File: config.mk
export PLATFORM = sky130hd
export DESIGN_NAME = ppe_frame_tx
export DESIGN_NICKNAME = d
export VERILOG_FILES = /design/src/rtl/ppe_pkg.sv /design/src/rtl/ppe_seg_timer.sv /design/src/rtl/ppe_bit_shifter.sv /design/src/rtl/ppe_reply_timer.sv /design/src/rtl/ppe_ctrl.sv /design/src/rtl/ppe_frame_tx.sv
export SDC_FILE = /design/constraint.sdc
export NUM_CORES = 1
export LEC_CHECK = 0
export BUFFER_PORTS_ARGS = -buffer_cell sky130_fd_sc_hd__buf_4
export CAP_MARGIN = 20
export CORE_ASPECT_RATIO = 1.1
export CORE_MARGIN = 1
export CORE_UTILIZATION = 50
export DETAILED_ROUTE_END_ITERATION = 10
export HOLD_SLACK_MARGIN = 0.08
export PLACE_DENSITY_LB_ADDON = 0.15
export SKIP_LAST_GASP = 1
export SLEW_MARGIN = 20
export SYNTH_ARGS = -nofsm -noshare
export SYNTH_HDL_FRONTEND = slang
export SYNTH_HIERARCHICAL = 1
export SYNTH_SLANG_ARGS = --single-unit
export TNS_END_PERCENT = 5
File: constraint.sdc
create_clock -name clk -period 4.67 [get_ports clk]
set_clock_uncertainty 0.05 [all_clocks]
set_input_delay 0.2335 -clock clk [delete_from_list [all_inputs] [get_ports clk]]
set_output_delay 0.2335 -clock clk [all_outputs]
set_load 0.01 [all_outputs]
File: src/rtl/ppe_pkg.sv
package ppe_pkg;
    typedef enum logic [1:0] {
        ST_IDLE = 2'd0,
        ST_GAP  = 2'd1,
        ST_MARK = 2'd2,
        ST_TAIL = 2'd3
    } ppe_state_e;
endpackage

File: src/rtl/ppe_seg_timer.sv
module ppe_seg_timer #(
    parameter int CNT_W = 8
) (
    input  logic             clk,
    input  logic             rst_n,
    input  logic             run,
    input  logic             clr,
    input  logic             tick_en,
    input  logic [CNT_W-1:0] limit,
    output logic             expire
);
    logic [CNT_W-1:0] cnt;

    always_ff @(posedge clk) begin
        if (!rst_n || clr) begin
            cnt <= '0;
        end else if (run && tick_en) begin
            cnt <= cnt + 1'b1;
        end
    end

    assign expire = run && tick_en && (cnt == limit - 1'b1);


    seg_bound_chk: assert property (@(posedge clk) disable iff (!rst_n)
        run |-> (cnt < limit));
endmodule

File: src/rtl/ppe_bit_shifter.sv
module ppe_bit_shifter #(
    parameter int MAX_BITS = 32,
    parameter int NB_W     = 6
) (
    input  logic                clk,
    input  logic                rst_n,
    input  logic                load,
    input  logic                advance,
    input  logic [MAX_BITS-1:0] data_in,
    input  logic [NB_W-1:0]     count_in,
    input  logic                ks_bit,
    output logic                enc_bit,
    output logic                last_bit,
    output logic                zero_req
);
    localparam logic [NB_W-1:0] MAX_N = NB_W'(MAX_BITS);

    logic [MAX_BITS-1:0] sreg;
    logic [NB_W-1:0]     remain;
    logic [NB_W-1:0]     count_cl;

    assign count_cl = (count_in > MAX_N) ? MAX_N : count_in;
    assign zero_req = (count_in == '0);
    assign last_bit = (remain == NB_W'(1));

    always_ff @(posedge clk) begin
        if (!rst_n) begin
            sreg    <= '0;
            remain  <= '0;
            enc_bit <= 1'b0;
        end else if (load) begin
            sreg    <= data_in;
            remain  <= count_cl;
            enc_bit <= data_in[0] ^ ks_bit;
        end else if (advance) begin
            sreg    <= sreg >> 1;
            remain  <= remain - 1'b1;
            enc_bit <= sreg[1] ^ ks_bit;
        end
    end


    shift_progress_chk: assert property (@(posedge clk) disable iff (!rst_n)
        (advance && !load) |=> (remain == $past(remain) - 1'b1));
endmodule

File: src/rtl/ppe_reply_timer.sv
module ppe_reply_timer #(
    parameter int REPLY_W = 16
) (
    input  logic               clk,
    input  logic               rst_n,
    input  logic               clr,
    input  logic               tick_en,
    output logic [REPLY_W-1:0] count
);
    localparam logic [REPLY_W-1:0] TOP = '1;

    always_ff @(posedge clk) begin
        if (!rst_n || clr) begin
            count <= '0;
        end else if (tick_en && count != TOP) begin
            count <= count + 1'b1;
        end
    end


    reply_sat_chk: assert property (@(posedge clk) disable iff (!rst_n)
        (count == TOP && !clr) |=> (count == TOP));
endmodule

File: src/rtl/ppe_ctrl.sv
module ppe_ctrl
    import ppe_pkg::*;
#(
    parameter int CNT_W     = 8,
    parameter int GAP_TICKS = 30,
    parameter int ONE_TICKS = 150,
    parameter int ZERO_TICKS = 90
) (
    input  logic             clk,
    input  logic             rst_n,
    input  logic             start,
    input  logic             zero_req,
    input  logic             last_bit,
    input  logic             enc_bit,
    input  logic             seg_end,
    output logic             load,
    output logic             advance,
    output logic             seg_clr,
    output logic             seg_run,
    output logic [CNT_W-1:0] seg_limit,
    output logic             reply_clr,
    output logic             carrier_on,
    output logic             busy,
    output logic             adv_pulse,
    output logic             done_pulse
);
    localparam logic [CNT_W-1:0] LIM_GAP  = CNT_W'(GAP_TICKS);
    localparam logic [CNT_W-1:0] LIM_ONE  = CNT_W'(ONE_TICKS - GAP_TICKS);
    localparam logic [CNT_W-1:0] LIM_ZERO = CNT_W'(ZERO_TICKS - GAP_TICKS);

    ppe_state_e state, state_nx;

    always_comb begin
        state_nx = state;
        unique case (state)
            ST_IDLE: if (start)   state_nx = zero_req ? ST_TAIL : ST_GAP;
            ST_GAP:  if (seg_end) state_nx = ST_MARK;
            ST_MARK: if (seg_end) state_nx = last_bit ? ST_TAIL : ST_GAP;
            ST_TAIL: if (seg_end) state_nx = ST_IDLE;
            default:              state_nx = ST_IDLE;
        endcase
    end

    always_ff @(posedge clk) begin
        if (!rst_n) state <= ST_IDLE;
        else        state <= state_nx;
    end

    always_comb begin
        load       = (state == ST_IDLE) && start;
        advance    = (state == ST_MARK) && seg_end && !last_bit;
        seg_clr    = load || seg_end;
        seg_run    = (state != ST_IDLE);
        seg_limit  = (state == ST_MARK) ? (enc_bit ? LIM_ONE : LIM_ZERO) : LIM_GAP;
        reply_clr  = (state == ST_TAIL) && seg_end;
        carrier_on = !((state == ST_GAP) || (state == ST_TAIL));
        busy       = (state != ST_IDLE);
    end

    always_ff @(posedge clk) begin
        if (!rst_n) begin
            adv_pulse  <= 1'b0;
            done_pulse <= 1'b0;
        end else begin
            adv_pulse  <= (state == ST_GAP) && seg_end;
            done_pulse <= reply_clr;
        end
    end


    adv_single_chk: assert property (@(posedge clk) disable iff (!rst_n)
        adv_pulse |=> !adv_pulse);

    adv_in_mark_chk: assert property (@(posedge clk) disable iff (!rst_n)
        adv_pulse |-> (state == ST_MARK));

    done_single_chk: assert property (@(posedge clk) disable iff (!rst_n)
        done_pulse |=> !done_pulse);

    done_idle_chk: assert property (@(posedge clk) disable iff (!rst_n)
        done_pulse |-> (carrier_on && !busy));

    start_ignored_chk: assert property (@(posedge clk) disable iff (!rst_n)
        (busy && start && !seg_end) |=> $stable(state));
endmodule

File: src/rtl/ppe_frame_tx.sv
module ppe_frame_tx #(
    parameter int MAX_BITS   = 32,
    parameter int GAP_TICKS  = 30,
    parameter int ONE_TICKS  = 150,
    parameter int ZERO_TICKS = 90,
    parameter int REPLY_W    = 16
) (
    input  logic                       clk,
    input  logic                       rst_n,
    input  logic                       tick_en,
    input  logic                       start,
    input  logic [MAX_BITS-1:0]        frame_data,
    input  logic [$clog2(MAX_BITS+1)-1:0] bit_count,
    input  logic                       whiten_bit,
    output logic                       whiten_adv,
    output logic                       carrier_on,
    output logic                       busy,
    output logic                       done,
    output logic [REPLY_W-1:0]         since_end
);
    localparam int NB_W  = $clog2(MAX_BITS + 1);
    localparam int CNT_W = $clog2(ONE_TICKS + 1);

    logic             load, advance, seg_clr, seg_run, seg_end, reply_clr;
    logic             enc_bit, last_bit, zero_req;
    logic [CNT_W-1:0] seg_limit;

    ppe_ctrl #(
        .CNT_W(CNT_W), .GAP_TICKS(GAP_TICKS),
        .ONE_TICKS(ONE_TICKS), .ZERO_TICKS(ZERO_TICKS)
    ) u_ctrl (
        .clk(clk), .rst_n(rst_n), .start(start), .zero_req(zero_req),
        .last_bit(last_bit), .enc_bit(enc_bit), .seg_end(seg_end),
        .load(load), .advance(advance), .seg_clr(seg_clr), .seg_run(seg_run),
        .seg_limit(seg_limit), .reply_clr(reply_clr), .carrier_on(carrier_on),
        .busy(busy), .adv_pulse(whiten_adv), .done_pulse(done)
    );

    ppe_seg_timer #(.CNT_W(CNT_W)) u_seg (
        .clk(clk), .rst_n(rst_n), .run(seg_run), .clr(seg_clr),
        .tick_en(tick_en), .limit(seg_limit), .expire(seg_end)
    );

    ppe_bit_shifter #(.MAX_BITS(MAX_BITS), .NB_W(NB_W)) u_shift (
        .clk(clk), .rst_n(rst_n), .load(load), .advance(advance),
        .data_in(frame_data), .count_in(bit_count), .ks_bit(whiten_bit),
        .enc_bit(enc_bit), .last_bit(last_bit), .zero_req(zero_req)
    );

    ppe_reply_timer #(.REPLY_W(REPLY_W)) u_reply (
        .clk(clk), .rst_n(rst_n), .clr(reply_clr), .tick_en(tick_en),
        .count(since_end)
    );


    carrier_busy_chk: assert property (@(posedge clk) disable iff (!rst_n)
        !carrier_on |-> busy);
endmodule

; ---- Word-level counts from Yosys, hierarchy flattened
; Index checks and enable logic that the tools add are counted.
[word_totals]
in_bits = 43
register_bits = 67
output_inout_bits = 20
[classes]
muxes = 16
magnitude_cmp = 1
reduce_logical = 20
addsub = 4
n_bitwise = 2
eq_ne = 10
[ops]
columns = operator, count
row1 = two-way mux 32 bit, 2
row2 = two-way mux 6 bit, 3
row3 = adder 16 x 1 -> 16 bit (second input constant), 1
row4 = != test 16 bit (second input constant), 1
row5 = two-way mux 2 bit, 6
row6 = adder 8 x 1 -> 8 bit (second input constant), 1
row7 = == test 8 bit, 1
row8 = logical AND 1 bit, 8
row9 = two-way mux 8 bit, 1
row10 = case mux 2 bit (4 select lines), 1
row11 = subtractor 8 x 1 -> 8 bit (second input constant), 1
row12 = two-way mux 7 bit, 1
row13 = == test 6 x 1 -> 1 bit (second input constant), 1
row14 = greater-than comparator 6 bit (second input constant), 1
row15 = logical NOT 6 bit, 1
row16 = != test 2 x 1 -> 1 bit (second input constant), 3
row17 = subtractor 6 x 1 -> 6 bit (second input constant), 1
row18 = == test 2 bit (second input constant), 2
row19 = logical OR 1 bit, 4
row20 = AND reduction 4 bit, 1
row21 = nonzero test 2 bit, 2
row22 = logical NOT 1 bit, 3
row23 = == test 2 x 1 -> 1 bit (second input constant), 1
row24 = logical NOT 2 bit, 1
row25 = other kinds (3), 5

; ---- Logic depth before layout (Yosys ltp)
[logic_depth]
word_depth = 9
depth_mapped = 15
depth_no_buf = 13

; ---- Modules after synthesis
; The synthesis kept the hierarchy.
[by_module_without_submodules]
columns = mod, cells_per_inst, area_each_um2, seq_area_each_um2, n_inst
row1 = ppe_bit_shifter, 193, 1871.8, 760.7, 1
row2 = ppe_reply_timer, 94, 862.1, 320.3, 1
row3 = ppe_seg_timer, 78, 634.4, 160.2, 1
row4 = ppe_ctrl, 33, 279.0, 80.1, 1

; ---- Worst setup path after synthesis
; OpenSTA, ideal clock, no wires.
[synth_timing]
kind = flip-flop to flip-flop
from = register u_ctrl.state[1]
to = register u_shift.sreg[28]
path_slack_ns = 1.708
required_time_ns = 4.503
period_less_slack_ns = 2.962
setup_time_ns = 0.117
t_arrival_ns = 2.795
stages_incl_launch_ff = 15
n_path_buf = 2
cell_sequence = dfxtp_1 nor2b_4 inv_2 inv_1 ha_1 xnor2_1 nor3_1 o211ai_1 a211oi_2 nor3b_2 buf_2 buf_2 mux2i_1 nand2_1 o211a_1
[synth_between]
elab_chain_cells = 8
[synth_lines]
columns = item, line_no
row1 = "start, declared", ppe_ctrl.sv:31  ; ppe_state_e state, state_nx;
row2 = "start signal, assigned", ppe_ctrl.sv:46  ; else state <= state_nx;
row3 = == test 2 bit, ppe_ctrl.sv:54  ; seg_limit = (state == ST_MARK) ? (enc_bit ? LIM_ONE : LIM_ZERO) : LIM_GAP;
row4 = two-way mux 8 bit, ppe_ctrl.sv:54
row5 = named net seg_limit[5], ppe_frame_tx.sv:26  ; logic [CNT_W-1:0] seg_limit;
row6 = subtractor 8 x 1 -> 8 bit, ppe_seg_timer.sv:22  ; assign expire = run && tick_en && (cnt == limit - 1'b1);
row7 = == test 8 bit, ppe_seg_timer.sv:22
row8 = logical AND 1 bit, ppe_seg_timer.sv:22
row9 = named net seg_end, ppe_frame_tx.sv:24  ; logic load, advance, seg_clr, seg_run, seg_end, reply_clr;
row10 = logical AND 1 bit (2 in series), ppe_ctrl.sv:51  ; advance = (state == ST_MARK) && seg_end && !last_bit;
row11 = named net advance, ppe_frame_tx.sv:24
row12 = nonzero test 2 bit (no line), -
row13 = "end signal, assigned", ppe_bit_shifter.sv:32  ; sreg <= data_in;
row14 = "end signal, assigned", ppe_bit_shifter.sv:36  ; sreg <= sreg >> 1;
row15 = "end, declared", ppe_bit_shifter.sv:18  ; logic [MAX_BITS-1:0] sreg;
; The timed path passes the listed nets, and every way through them passes these cells.
; A chain may end at the register's enable or synchronous reset.

; ---- Final worst setup path
[layout_timing]
from = register u_ctrl.state[0]
to = register u_shift.sreg[8]
; The elaborated chain is that of the path after synthesis.

==> results_dict.tcl <==
set metrics [dict create \
    status "finished clean" \
    drt_first_pass_iters 5 \
    fin_total_pwr_uw 1250 \
    rr_startpoint "u_ctrl/state[0]" \
    maxCapViolCount 0 \
    crit_arrival_ns 3.82 \
    place_hpwl_um 4890 \
    worst_pin_slew_ns 1.00 \
    fmax_ghz 0.274 \
    ys_top_cells_by_count "dfxtp_1, nand2_1, mux2i_1, o211a_1, a21oi_1" \
    post_drt_wl_per_cell_um 13.4 \
    whs_endpoint "u_shift/sreg[31]" \
    die_h_um 91.6 \
    netlist.area_leader.share_pct 36.2 \
    grt_pass1_wl_um 13500 \
    synthToLayoutAreaGrowth_pct 26.6 \
    netlist_area_um2 3650 \
    cp_max_fo 31 \
    wl_um 7640 \
    io_pins 63 \
    numClockSinks 66 \
    drc_errors 0 \
    synth_edf_count 0 \
    hold_viol_final 0 \
    hold_class "in2reg" \
    drive_above_1_share_pct 21.7 \
    netlist_top_cells_area "dfxtp_1, mux2i_1, o211a_1, nand2_1, xnor2_1" \
    r2r_cells 12 \
    viasPerCell 5.56 \
    fp-row-count 32 \
    nFillCells 595 \
    ys_seq_area_share_pct 36.2 \
    grt_max_degree 69 \
    post-route-period-util_pct 78.1 \
    yosysWarnings 6 \
    rr_endpoint "u_shift/sreg[8]" \
    worstPathRequired_ns 4.85 \
    vias 3162 \
    cts_made_buffers 9 \
    critPathLaunchType "flip-flop" \
    ys_ff_latch 66 \
    cts_root_buf "clkbuf_8" \
    ctsResizeCount 0 \
    nets 527 \
    synthFlopType "dfxtp_1" \
    hold_depth 3 \
    tritoncts "done" \
    synthCells 398 \
    setup_viol 0 \
    port_buffers 62 \
    track_usage_pct 21.7 \
    clock_path_buffers 2 \
    power_density_nw_per_um2 272 \
    postRouteAntennaNets 0 \
    core_um2 7050 \
    start_util_pct 51.8 \
    gp_congestion 0.805 \
    holdWs_ns 0.103 \
    rsz0062_at_grt "no" \
    yosysUniqueCellTypes 69 \
    insertion_delay_ns 0.35 \
    ir_drop_mv 0.189 \
    overflow 0 \
    final.setup.tns_ns 0 \
    r2r_slack_ns 1.02 \
    maxSlewHeadroom_pct 33.2 \
    report.final.slew_viol_count 0 \
    min_period_ns 3.65 \
    ff_latch_area_um2 1320 \
    end_kind "flip-flop" \
    hp-start "frame_data[31]" \
    path_clk_slew_ns 0.08 \
    yosysMostFrequentCell "dfxtp_1" \
    drt-initial-drc-count 95 \
    diodes 0 \
    hold_buffers 30 \
    dieArea_um2 7640 \
    path_class "reg2reg" \
    postCtsSetupBuffers 0 \
    yosys.area.top_type "dfxtp_1" \
    first_global_vias 3026 \
    antenna_found_initial 0 \
    multi_input_area_um2 2160 \
    htree_levels 3 \
    die_x_um 83.4 \
    syn_avg_cell_area_um2 9.16 \
    leakagePower_uw 0.00202 \
    async_flop_share_pct 0 \
]
report_power, final:
part           total (uW)  switching, uW  internal [uW]
Sequential            610           19.5            591
Combinational         161           71.1           89.6
Clock                 484            233            251
flip-flops by register name (all words and copies together), names as in the netlist:
| register | cells |
|---|---|
| u_ctrl/adv_pulse | 1 |
| u_ctrl/done_pulse | 1 |
| u_ctrl/state | 2 |
| u_reply/count | 16 |
| u_seg/cnt | 8 |
| u_shift/enc_bit | 1 |
| u_shift/remain | 6 |
| u_shift/sreg | 31 |
final cells by class:
cell class	instances	area share (%)
Multi-Input combinational cell	295	46.8
Tap cell	85	2.30
Timing Repair Buffer	94	16.9
Sequential cell	66	28.6
Clock inverter	7	1.68
Clock buffer	9	2.68
Inverter	13	1.06
metal layers:
layer | up-vias | track usage, % | routed length [um]
met2 | 55 | 39.1 | 3770
met3 | 7 | 5.00 | 315
met1 | 1478 | 24.7 | 3490
met4 | 0 | 8.47 | 63
li1 | 1622 | - | -
met5 | - | 0 | 0
logic make-up after synthesis:
logic type	share of synthesized area, %
xor+xnor	5.25
flops	36.2
compound gates	20.2
fa+ha+maj	1.72
mux	8.51
simple gates	22.9
other cells	0.206
buf+inv	4.94
layout by cell type (no fill, tap or decap), types with 4 or more instances in the layout:
| cell | Yosys | final |
|---|---|---|
| xnor2_1 | 12 | 12 |
| or4_1 | 6 | 6 |
| xor2_1 | 8 | 8 |
| nor2_1 | 11 | 11 |
| dfxtp_1 | 66 | 66 |
| or3_1 | 4 | 4 |
| nand2_1 | 48 | 48 |
| o31ai_1 | 5 | 5 |
| mux2i_1 | 31 | 31 |
| ha_1 | 5 | 5 |
| buf_4 | 5 | 64 |
| o21ai_0 | 10 | 10 |
| nand3_1 | 10 | 10 |
| o211a_1 | 31 | 31 |
| conb_1 | 2 | 4 |
| a31oi_1 | 5 | 5 |
| nor3_1 | 7 | 7 |
| a21oi_1 | 16 | 16 |
| nand2b_1 | 7 | 7 |
| inv_1 | 11 | 11 |
| o21ai_1 | 4 | 4 |
| dlygate4sd3_1 | 0 | 30 |
| and4_1 | 4 | 4 |
| and2_1 | 5 | 5 |
| nor3b_1 | 5 | 5 |
| clkbuf_8 | 0 | 9 |
| nor2b_1 | 5 | 5 |
worst max-delay path by stage:
| stage | start | endpoint |
|---|---|---|
| after global routing | u_ctrl/state[1] | u_shift/sreg[8] |
| after global placement | u_ctrl/state[0] | u_shift/sreg[4] |
| after detailed placement | u_ctrl/state[1] | u_shift/sreg[30] |
| after floorplan | u_ctrl/state[1] | u_shift/sreg[28] |
| after CTS | u_ctrl/state[0] | u_shift/sreg[30] |
| final | u_ctrl/state[0] | u_shift/sreg[8] |
stage by stage:
stage | instance area (um2) | cells | setup slack [ns] | utilization, %
after floorplan | 3650 | 400 | 1.71 | -
after global placement | 4120 | 523 | 1.17 | 58.4
after detailed placement | 4120 | 523 | 1.12 | 58.4
after CTS | 4620 | 569 | 1.08 | 65.5
after global routing | 4620 | 569 | 0.738 | 65.5
final | 4620 | 569 | 1.02 | 65.5
worst max-delay path, stage by stage, from the launching register on:
cell      delay (ns)
dfxtp_1         0.54
nor2b_4         0.11
inv_2           0.13
inv_1           0.06
ha_1            0.26
xor2_1          0.18
o31a_2          0.31
a211oi_2        0.32
nor3b_4         0.49
buf_4           0.51
mux2i_1         0.27
nand2_1         0.11
o211a_1         0.19
Power figures use the tool's default switching activity.
